## config.mk

```make
export PLATFORM = sky130hd
export DESIGN_NAME = i2c_reg_write_port
export DESIGN_NICKNAME = d
export VERILOG_FILES = /design/src/rtl/i2cw_pkg.sv /design/src/rtl/i2cw_bus_sense.sv /design/src/rtl/i2cw_byte_engine.sv /design/src/rtl/i2cw_reg_bank.sv /design/src/rtl/i2c_reg_write_port.sv
export SDC_FILE = /design/constraint.sdc
export NUM_CORES = 1
export LEC_CHECK = 0
export ABC_AREA = 1
export BUFFER_PORTS_ARGS = -buffer_cell sky130_fd_sc_hd__clkbuf_2
export CAP_MARGIN = 5
export CORE_MARGIN = 4
export CORE_UTILIZATION = 54
export DETAILED_ROUTE_END_ITERATION = 7
export PLACE_DENSITY_LB_ADDON = 0.2
export SLEW_MARGIN = 10
export SYNTH_ARGS = -nofsm -noshare
export SYNTH_HDL_FRONTEND = slang
export SYNTH_SLANG_ARGS = --single-unit
```

## constraint.sdc

```tcl
create_clock -name clk -period 2.2 [get_ports clk]
set_clock_uncertainty 0.15 [all_clocks]
set_input_delay 0.66 -clock clk [delete_from_list [all_inputs] [get_ports clk]]
set_output_delay 0.66 -clock clk [all_outputs]
set_load 0.05 [all_outputs]
```

## src/rtl/i2cw_pkg.sv

```systemverilog
package i2cw_pkg;
  typedef enum logic [2:0] {
    PH_IDLE,
    PH_ADDR,
    PH_PTR,
    PH_DATA,
    PH_SKIP
  } phase_e;
endpackage

```

## src/rtl/i2cw_bus_sense.sv

```systemverilog
module i2cw_bus_sense #(
  parameter int SYNC_STAGES = 2
) (
  input  logic clk,
  input  logic rst_n,
  input  logic scl_i,
  input  logic sda_i,
  output logic sda_s,
  output logic scl_rise,
  output logic scl_fall,
  output logic start_det,
  output logic stop_det
);
  logic [SYNC_STAGES-1:0] scl_sh, sda_sh;
  logic scl_q, sda_q, scl_s;

  always_ff @(posedge clk or negedge rst_n) begin
    if (!rst_n) begin
      scl_sh <= '1;
      sda_sh <= '1;
      scl_q  <= 1'b1;
      sda_q  <= 1'b1;
    end else begin
      scl_sh <= {scl_sh[SYNC_STAGES-2:0], scl_i};
      sda_sh <= {sda_sh[SYNC_STAGES-2:0], sda_i};
      scl_q  <= scl_s;
      sda_q  <= sda_s;
    end
  end

  assign scl_s     = scl_sh[SYNC_STAGES-1];
  assign sda_s     = sda_sh[SYNC_STAGES-1];
  assign scl_rise  = scl_s & ~scl_q;
  assign scl_fall  = ~scl_s & scl_q;
  assign start_det = scl_s & scl_q & sda_q & ~sda_s;
  assign stop_det  = scl_s & scl_q & ~sda_q & sda_s;
endmodule

```

## src/rtl/i2cw_byte_engine.sv

```systemverilog
module i2cw_byte_engine
  import i2cw_pkg::*;
#(
  parameter logic [6:0] DEV_ADDR = 7'h2A,
  parameter int         PTR_W    = 5
) (
  input  logic             clk,
  input  logic             rst_n,
  input  logic             sda_s,
  input  logic             scl_rise,
  input  logic             scl_fall,
  input  logic             start_det,
  input  logic             stop_det,
  output logic             sda_pull,
  output logic             ptr_load,
  output logic [PTR_W-1:0] ptr_val,
  output logic             wr_en,
  output logic [7:0]       wr_data
);
  phase_e     ph;
  logic [3:0] cnt;
  logic [7:0] sh;
  logic       ack_q, in_ack;
  logic       active, byte_done;

  assign active    = (ph == PH_ADDR) || (ph == PH_PTR) || (ph == PH_DATA);
  assign byte_done = active && scl_fall && (cnt == 4'd8) && !in_ack
                     && !start_det && !stop_det;

  always_ff @(posedge clk or negedge rst_n) begin
    if (!rst_n) begin
      ph     <= PH_IDLE;
      cnt    <= '0;
      sh     <= '0;
      ack_q  <= 1'b0;
      in_ack <= 1'b0;
    end else if (start_det) begin
      ph     <= PH_ADDR;
      cnt    <= '0;
      ack_q  <= 1'b0;
      in_ack <= 1'b0;
    end else if (stop_det) begin
      ph     <= PH_IDLE;
      cnt    <= '0;
      ack_q  <= 1'b0;
      in_ack <= 1'b0;
    end else if (active) begin
      if (scl_rise && !in_ack && cnt != 4'd8) begin
        sh  <= {sh[6:0], sda_s};
        cnt <= cnt + 4'd1;
      end else if (scl_fall && in_ack) begin
        ack_q  <= 1'b0;
        in_ack <= 1'b0;
        cnt    <= '0;
        if (ph == PH_ADDR)     ph <= PH_PTR;
        else if (ph == PH_PTR) ph <= PH_DATA;
      end else if (byte_done) begin
        in_ack <= 1'b1;
        if (ph == PH_ADDR && (sh[7:1] != DEV_ADDR || sh[0])) ph <= PH_SKIP;
        else ack_q <= 1'b1;
      end
    end
  end

  assign sda_pull = ack_q;
  assign ptr_load = byte_done && (ph == PH_PTR);
  assign ptr_val  = sh[PTR_W-1:0];
  assign wr_en    = byte_done && (ph == PH_DATA);
  assign wr_data  = sh;


  ack_edge_chk: assert property (@(posedge clk) disable iff (!rst_n)
    $rose(ack_q) |-> $past(scl_fall));

  skip_quiet_chk: assert property (@(posedge clk) disable iff (!rst_n)
    (ph == PH_SKIP) |-> !ack_q);

  restart_chk: assert property (@(posedge clk) disable iff (!rst_n)
    start_det |=> (ph == PH_ADDR) && (cnt == 4'd0) && !ack_q);

  stop_idle_chk: assert property (@(posedge clk) disable iff (!rst_n)
    (stop_det && !start_det) |=> (ph == PH_IDLE) && !ack_q);
endmodule

```

## src/rtl/i2cw_reg_bank.sv

```systemverilog
module i2cw_reg_bank #(
  parameter int PTR_W    = 5,
  parameter int LAST_REG = 28
) (
  input  logic                    clk,
  input  logic                    rst_n,
  input  logic                    ptr_load,
  input  logic [PTR_W-1:0]        ptr_val,
  input  logic                    wr_en,
  input  logic [7:0]              wr_data,
  output logic [(LAST_REG+1)*8-1:0] regs_flat
);
  localparam int               NREG   = LAST_REG + 1;
  localparam logic [PTR_W-1:0] LAST_P = PTR_W'(LAST_REG);

  logic [PTR_W-1:0] ptr;

  always_ff @(posedge clk or negedge rst_n) begin
    if (!rst_n) ptr <= '0;
    else if (ptr_load) ptr <= ptr_val;
    else if (wr_en) ptr <= (ptr >= LAST_P) ? '0 : ptr + 1'b1;
  end

  for (genvar g = 0; g < NREG; g++) begin : g_reg
    logic [7:0] r_q;
    always_ff @(posedge clk or negedge rst_n) begin
      if (!rst_n) r_q <= '0;
      else if (wr_en && ptr == PTR_W'(g)) r_q <= wr_data;
    end
    assign regs_flat[g*8 +: 8] = r_q;
  end


  ptr_step_chk: assert property (@(posedge clk) disable iff (!rst_n)
    (wr_en && !ptr_load && ptr < LAST_P) |=> ptr == $past(ptr) + 1'b1);

  ptr_wrap_chk: assert property (@(posedge clk) disable iff (!rst_n)
    (wr_en && !ptr_load && ptr >= LAST_P) |=> ptr == '0);

  no_stray_write_chk: assert property (@(posedge clk) disable iff (!rst_n)
    !wr_en |=> $stable(regs_flat));

  dead_slot_chk: assert property (@(posedge clk) disable iff (!rst_n)
    (wr_en && ptr > LAST_P) |=> $stable(regs_flat));
endmodule

```

## src/rtl/i2c_reg_write_port.sv

```systemverilog
module i2c_reg_write_port #(
  parameter logic [6:0] DEV_ADDR    = 7'h2A,
  parameter int         LAST_REG    = 28,
  parameter int         PTR_W       = 5,
  parameter int         SYNC_STAGES = 2
) (
  input  logic                      clk,
  input  logic                      rst_n,
  input  logic                      scl_i,
  input  logic                      sda_i,
  output logic                      sda_pull_o,
  output logic [(LAST_REG+1)*8-1:0] regs_o
);
  logic             sda_s, scl_rise, scl_fall, start_det, stop_det;
  logic             ptr_load, wr_en;
  logic [PTR_W-1:0] ptr_val;
  logic [7:0]       wr_data;

  i2cw_bus_sense #(.SYNC_STAGES(SYNC_STAGES)) u_sense (
    .clk(clk), .rst_n(rst_n), .scl_i(scl_i), .sda_i(sda_i),
    .sda_s(sda_s), .scl_rise(scl_rise), .scl_fall(scl_fall),
    .start_det(start_det), .stop_det(stop_det));

  i2cw_byte_engine #(.DEV_ADDR(DEV_ADDR), .PTR_W(PTR_W)) u_engine (
    .clk(clk), .rst_n(rst_n), .sda_s(sda_s), .scl_rise(scl_rise),
    .scl_fall(scl_fall), .start_det(start_det), .stop_det(stop_det),
    .sda_pull(sda_pull_o), .ptr_load(ptr_load), .ptr_val(ptr_val),
    .wr_en(wr_en), .wr_data(wr_data));

  i2cw_reg_bank #(.PTR_W(PTR_W), .LAST_REG(LAST_REG)) u_bank (
    .clk(clk), .rst_n(rst_n), .ptr_load(ptr_load), .ptr_val(ptr_val),
    .wr_en(wr_en), .wr_data(wr_data), .regs_flat(regs_o));


  rst_release_chk: assert property (@(posedge clk)
    !rst_n |=> !sda_pull_o);
endmodule

```

* Yosys cells after proc, flatten, opt, wreduce, memory -nomap -nowiden
Cells that the tools add are included. Widths: inputs -> output; s select.
Storage, ports and cells: register bits after elaboration 260, output and inout bits 233
Cells by class: add/subtract/negate cells 2, magnitude comparators 1, equality and inequality tests 37, multiplexer cells 30, bitwise gates (word level) 13, reductions and logical operators 57
Operators by type and width (count):
- $eq 5x5->1 const B | 13
- $eq 5x4->1 const B | 8
- $logic_and 1x1->1 | 40
- $mux 3 | 9
- $eq 5x3->1 const B | 4
- $mux 4 | 5
- $mux 5 | 3
- $mux 1 | 13
- $reduce_bool 4->1 | 3
- $eq 5x2->1 const B | 2
- $reduce_and 4->1 | 2
- $and 1x1->1 | 7
- $ne 7x6->1 const B | 1
- $eq 3x2->1 const B | 2
- $not 1->1 | 6
- $add 5x1->5 const B | 1
- $eq 5x1->1 const B | 1
- $ge 5x5->1 const B | 1
- $logic_not 5->1 | 1
- $ne 5x1->1 const B | 1
- $reduce_and 5->1 | 1
- $add 4x1->4 const B | 1
- $eq 4x4->1 const B | 1
- $ne 4x1->1 const B | 1
- 9 further kinds | 13

* Logic depth before layout (Yosys ltp)
depth in word-level cells 14, gate-level depth with buffers 12, mapped depth without buffers 11

* Cells and area by module
From an unflattened synthesis, not the netlist that was laid out.
Unflattened totals: cells, all modules 1114, area, all modules 10231.1 um2
By module, submodules not included:
- i2cw_reg_bank | times used 1, cells each 965, area each 9004.9 um2, seq. area each 5930.7 um2
- i2cw_byte_engine | times used 1, cells each 132, area each 1027.2 um2, seq. area each 425.4 um2
- i2cw_bus_sense | times used 1, cells each 17, area each 198.9 um2, seq. area each 157.7 um2

* Worst setup path before layout
OpenSTA, ideal clock, no wires.
path kind flip-flop to flip-flop, start register u_engine.cnt[0], end register u_bank.g_reg[12].r_q[5], arrival 1610 ps, required time 1917 ps, path slack 307 ps, stages on the path, launching flop included 12, buffers on the path 2, period minus slack after synthesis 1893 ps, cells stage by stage dfrtp_1 inv_1 ha_1 nand2_1 nor2_2 nand2_2 nor2_8 buf_8 nand3_4 buf_6 nand2_1 o21ai_2
Between the ends: word-level cells in the longest chain between the ends 7
Ends and longest elaborated chain:
- from (decl) | RTL line i2cw_byte_engine.sv:21 | logic [3:0] cnt;
- from (signal assigned) | RTL line i2cw_byte_engine.sv:50 | cnt <= cnt + 4'd1;
- $eq 4x4->1 | RTL line i2cw_byte_engine.sv:27 | assign byte_done = active && scl_fall && (cnt == 4'd8) && !in_ack
- $logic_and 1x1->1 (2 in a row) | RTL line i2cw_byte_engine.sv:27
- $logic_and 1x1->1 (2 in a row) | RTL line i2cw_byte_engine.sv:28 | && !start_det && !stop_det;
- $logic_and 1x1->1 | RTL line i2cw_byte_engine.sv:68 | assign wr_en = byte_done && (ph == PH_DATA);
- $logic_and 1x1->1 | RTL line i2cw_reg_bank.sv:28 | else if (wr_en && ptr == PTR_W'(g)) r_q <= wr_data;
- to (signal assigned) | RTL line i2cw_reg_bank.sv:28
- to (decl) | RTL line i2cw_reg_bank.sv:25 | logic [7:0] r_q;
Every way passes these cells. A chain may end at the register's enable or synchronous reset.

* Worst setup path in the final report
start register u_engine.cnt[0], end register u_bank.g_reg[13].r_q[7]
Between the ends: word-level cells in the longest chain between the ends 7
Ends and longest elaborated chain (RTL line):
- $eq 4x4->1 | i2cw_byte_engine.sv:27
- $logic_and 1x1->1 (2 in a row) | i2cw_byte_engine.sv:27
- $logic_and 1x1->1 (2 in a row) | i2cw_byte_engine.sv:28
- $logic_and 1x1->1 | i2cw_byte_engine.sv:68
- $logic_and 1x1->1 | i2cw_reg_bank.sv:28
- to (signal assigned) | i2cw_reg_bank.sv:28
- to (decl) | i2cw_reg_bank.sv:25
Every way passes these cells.

==> results.toml <==
[outcome]
outcome = "completed"

[clock_network]
cts_resized = 0
cts-root-buf = "clkbuf_16"
clockBufferDepth = 3
htreeDepth = 1
clk_latency_ns = 0.52
cts_made_buffers = 27
cts.sinks = 260
cts_tree = "done"
clkTransAtPathRegs_ns = 0.06

[die]
initial_core_util = 0.549
core-area_sq_um = 19500
dieArea_sq_um = 22200
die_height_um = 149
row_count = 51
boundaryPins = 237
die_w_um = 149

[route]
drtAntennaViolNets = 0
via_count = 7989
wl_met2_mm = 12.7
wl_mm = 26.9
dr_wl_met3_mm = 2.04
first_pass_iters = 5
initialDrtViolationCount = 446
wl_met1_mm = 11.7
wl_per_cell_um = 17.4
top_layer = "met4"
drc = 0
via_per_inst = 5.17

[setup_path]
endpoint_kind = "flip-flop"
path_max_fanout = 19
critPathRequiredTime_ns = 2.44
critPathLaunchType = "flip-flop"
path_class = "flip-flop to flip-flop"
r2r_start = "u_engine.cnt[0]"
rrSetupSlack_ns = 0.14
cp.arrival_ns = 2.29
critPathLaunch = "u_engine.cnt[0]"

[finish]
regArea_sq_um = 6510
final_cell_count_no_fill = 1544
mostFrequentLayoutCells = "nand2_1, dfrtp_1, clkbuf_2"
final_common_cell = "nand2_1"
n_antenna_cell = 0
multi_input_area_sq_um = 3530
nNetsFinal = 1271
drive_gt1_frac = 0.311
area_growth_pct = 20.3
fill_cells = 1591
post-route-util = 0.661

[synthesis]
synth_seq_cells = 260
yosysUniqueCellTypes = 32
syn_nets = 1041
yosys_warnings = 0
avgSynthCellArea_sq_um = 10.4
ys_seq_area_frac = 0.607
syn_inst = 1030
syn_area_sq_um = 10700

[placement]
gp_congestion = 0.880
dp.cells = 1494
portBuffers = 236
detailed_place_hpwl_mm = 17.6

[global_routing]
track_usage = 0.243
grt_pass1_vias = 7813
grt_max_degree = 50
grt_pass1_wl_mm = 43.3
antenna_found_initial = 0
overflow = 0

[timing]
drv_slew = 0
slew-limit-headroom = 0.635
max_freq_mhz = 486
min_period_ns = 2.06
fin_crit_sh = 0.935
setup_viol = 0
tightest_slew_ns = 0.548
finalHoldViolCount = 0
hold_slack_ns = 0.0670

[power]
ir_drop_v = 0.000503
power.density_nw_per_um2 = 727
leakage_uw = 0.00627

[hold_path]
hp-start = "scl_i"
hold_class = "input pin to flip-flop"

[flow_run]
max_cap_violations = 0
## synth_stat cells
| library cell | instances | share of area |
|---|---|---|
| nor2_2 | 3 | 0.0017 |
| buf_8 | 2 | 0.0028 |
| nand4_4 | 1 | 0.0020 |
| nand2_1 | 292 | 0.10 |
| nand2_2 | 2 | 0.0012 |
| buf_4 | 1 | 0.00070 |
| nand4_2 | 1 | 0.0012 |
| a21oi_1 | 4 | 0.0019 |
| and3_1 | 1 | 0.00058 |
| clkbuf_1 | 24 | 0.0084 |
| o21ai_1 | 182 | 0.085 |
| buf_12 | 4 | 0.0075 |
| inv_2 | 4 | 0.0014 |
| xnor2_1 | 1 | 0.00082 |
| inv_1 | 38 | 0.013 |
| nor2_8 | 1 | 0.0019 |
| buf_2 | 13 | 0.0061 |
| o22ai_1 | 1 | 0.00058 |
| nor2_1 | 37 | 0.013 |
| xor2_1 | 1 | 0.00082 |
| nor3_1 | 5 | 0.0023 |
| o21ai_2 | 51 | 0.042 |
| nand3_4 | 26 | 0.042 |
| nand4_1 | 1 | 0.00058 |
| ha_1 | 7 | 0.0082 |
| nor3_4 | 1 | 0.0015 |
| clkinv_1 | 1 | 0.00035 |
| buf_6 | 22 | 0.023 |
| o21ai_0 | 15 | 0.0070 |
| dfrtp_1 | 254 | 0.59 |
| dfstp_2 | 6 | 0.015 |
| nand3_1 | 28 | 0.013 |
## final timing paths
check | cells past startpoint | end
setup reg to reg | 11 | u_bank.g_reg[13].r_q[7]
min in group asynchronous | 2 | u_bank.g_reg[15].r_q[6]
setup / recovery | 11 | u_bank.g_reg[13].r_q[7]
hold reg to reg | 0 | u_sense.sda_sh[1]
hold / removal | 1 | u_sense.scl_sh[0]
max in group asynchronous | 3 | u_bank.g_reg[4].r_q[4]
## sequential cells by signal, indices dropped and copies added, names as in the netlist
signal             flops
u_bank.ptr             5
u_engine.cnt           4
u_sense.scl_sh         2
u_sense.sda_q          1
u_engine.ph            3
u_engine.sda_pull      1
u_engine.in_ack        1
u_sense.scl_q          1
u_bank.g.r_q         232
u_engine.wr_data       8
u_sense.sda_sh         2
## kinds of logic (layout without fill, tap and decap cells)
| kind of cell | Yosys count | in the layout | share of synthesized area |
|---|---|---|---|
| DFF | 260 | 260 | 0.607 |
| and+or+nand+nor | 399 | 399 | 0.184 |
| AOI/OAI and AO/OA | 253 | 253 | 0.136 |
| xor gates and xnor gates | 2 | 2 | 0.00163 |
| adders and majority gates | 7 | 7 | 0.00816 |
| buffers and inverters | 109 | 358 | 0.0636 |
## worst max-delay path, cell delays in order, from the launching register on
cell and delay, ns:
dfrtp_1 0.40, inv_1 0.11, ha_1 0.18, nand2_1 0.06, nor2_2 0.11, nand2_2 0.10, nor2_8 0.12, buf_12 0.24
nand4_2 0.10, buf_4 0.20, nand2_1 0.07, o21ai_1 0.07
## area by class of cell
type / instances / area share
clock buffer: 44 / 0.0612
clock inverter: 4 / 0.00407
inverter: 43 / 0.0125
multi-input combinational: 661 / 0.274
sequential: 260 / 0.505
tap: 265 / 0.0257
timing repair buffer: 267 / 0.118
## where the power goes
group          switching, uW  internal (uW)  total (uW)
clock                   1830           2560        4390
combinational            144           36.1         180
sequential              11.2           4800        4810
total                   1990           7390        9380
## metrics by stage
stage | instance area (sq um) | total power, uW | setup TNS [ns] | setup WS (ns)
2_1_floorplan | 10700 | 4940 | 0 | 0.307
3_3_place_gp | 12000 | 5080 | 0 | 0.146
3_5_place_dp | 12000 | 5080 | 0 | 0.0771
4_1_cts | 12900 | 9460 | 0 | 0.0605
5_1_grt | 12900 | 9720 | -0.000631 | -0.000631
6_report | 12900 | 9380 | 0 | 0.144
## what timing repair did
item / in CTS / in global routing
setup buffers: 0 / 1
endpoints found under the hold margin: 38 / 0
setup endpoints to repair: 0 / 9
hold buffers: 1 / 0
## metal layers
| metal | up-vias | GRT usage |
|---|---|---|
| li1 | 3834 | - |
| met1 | 3864 | 0.341 |
| met2 | 255 | 0.391 |
| met3 | 36 | 0.0586 |
| met4 | 0 | 0.0554 |
| met5 | - | 0 |
(Power assumes the default switching activity.)
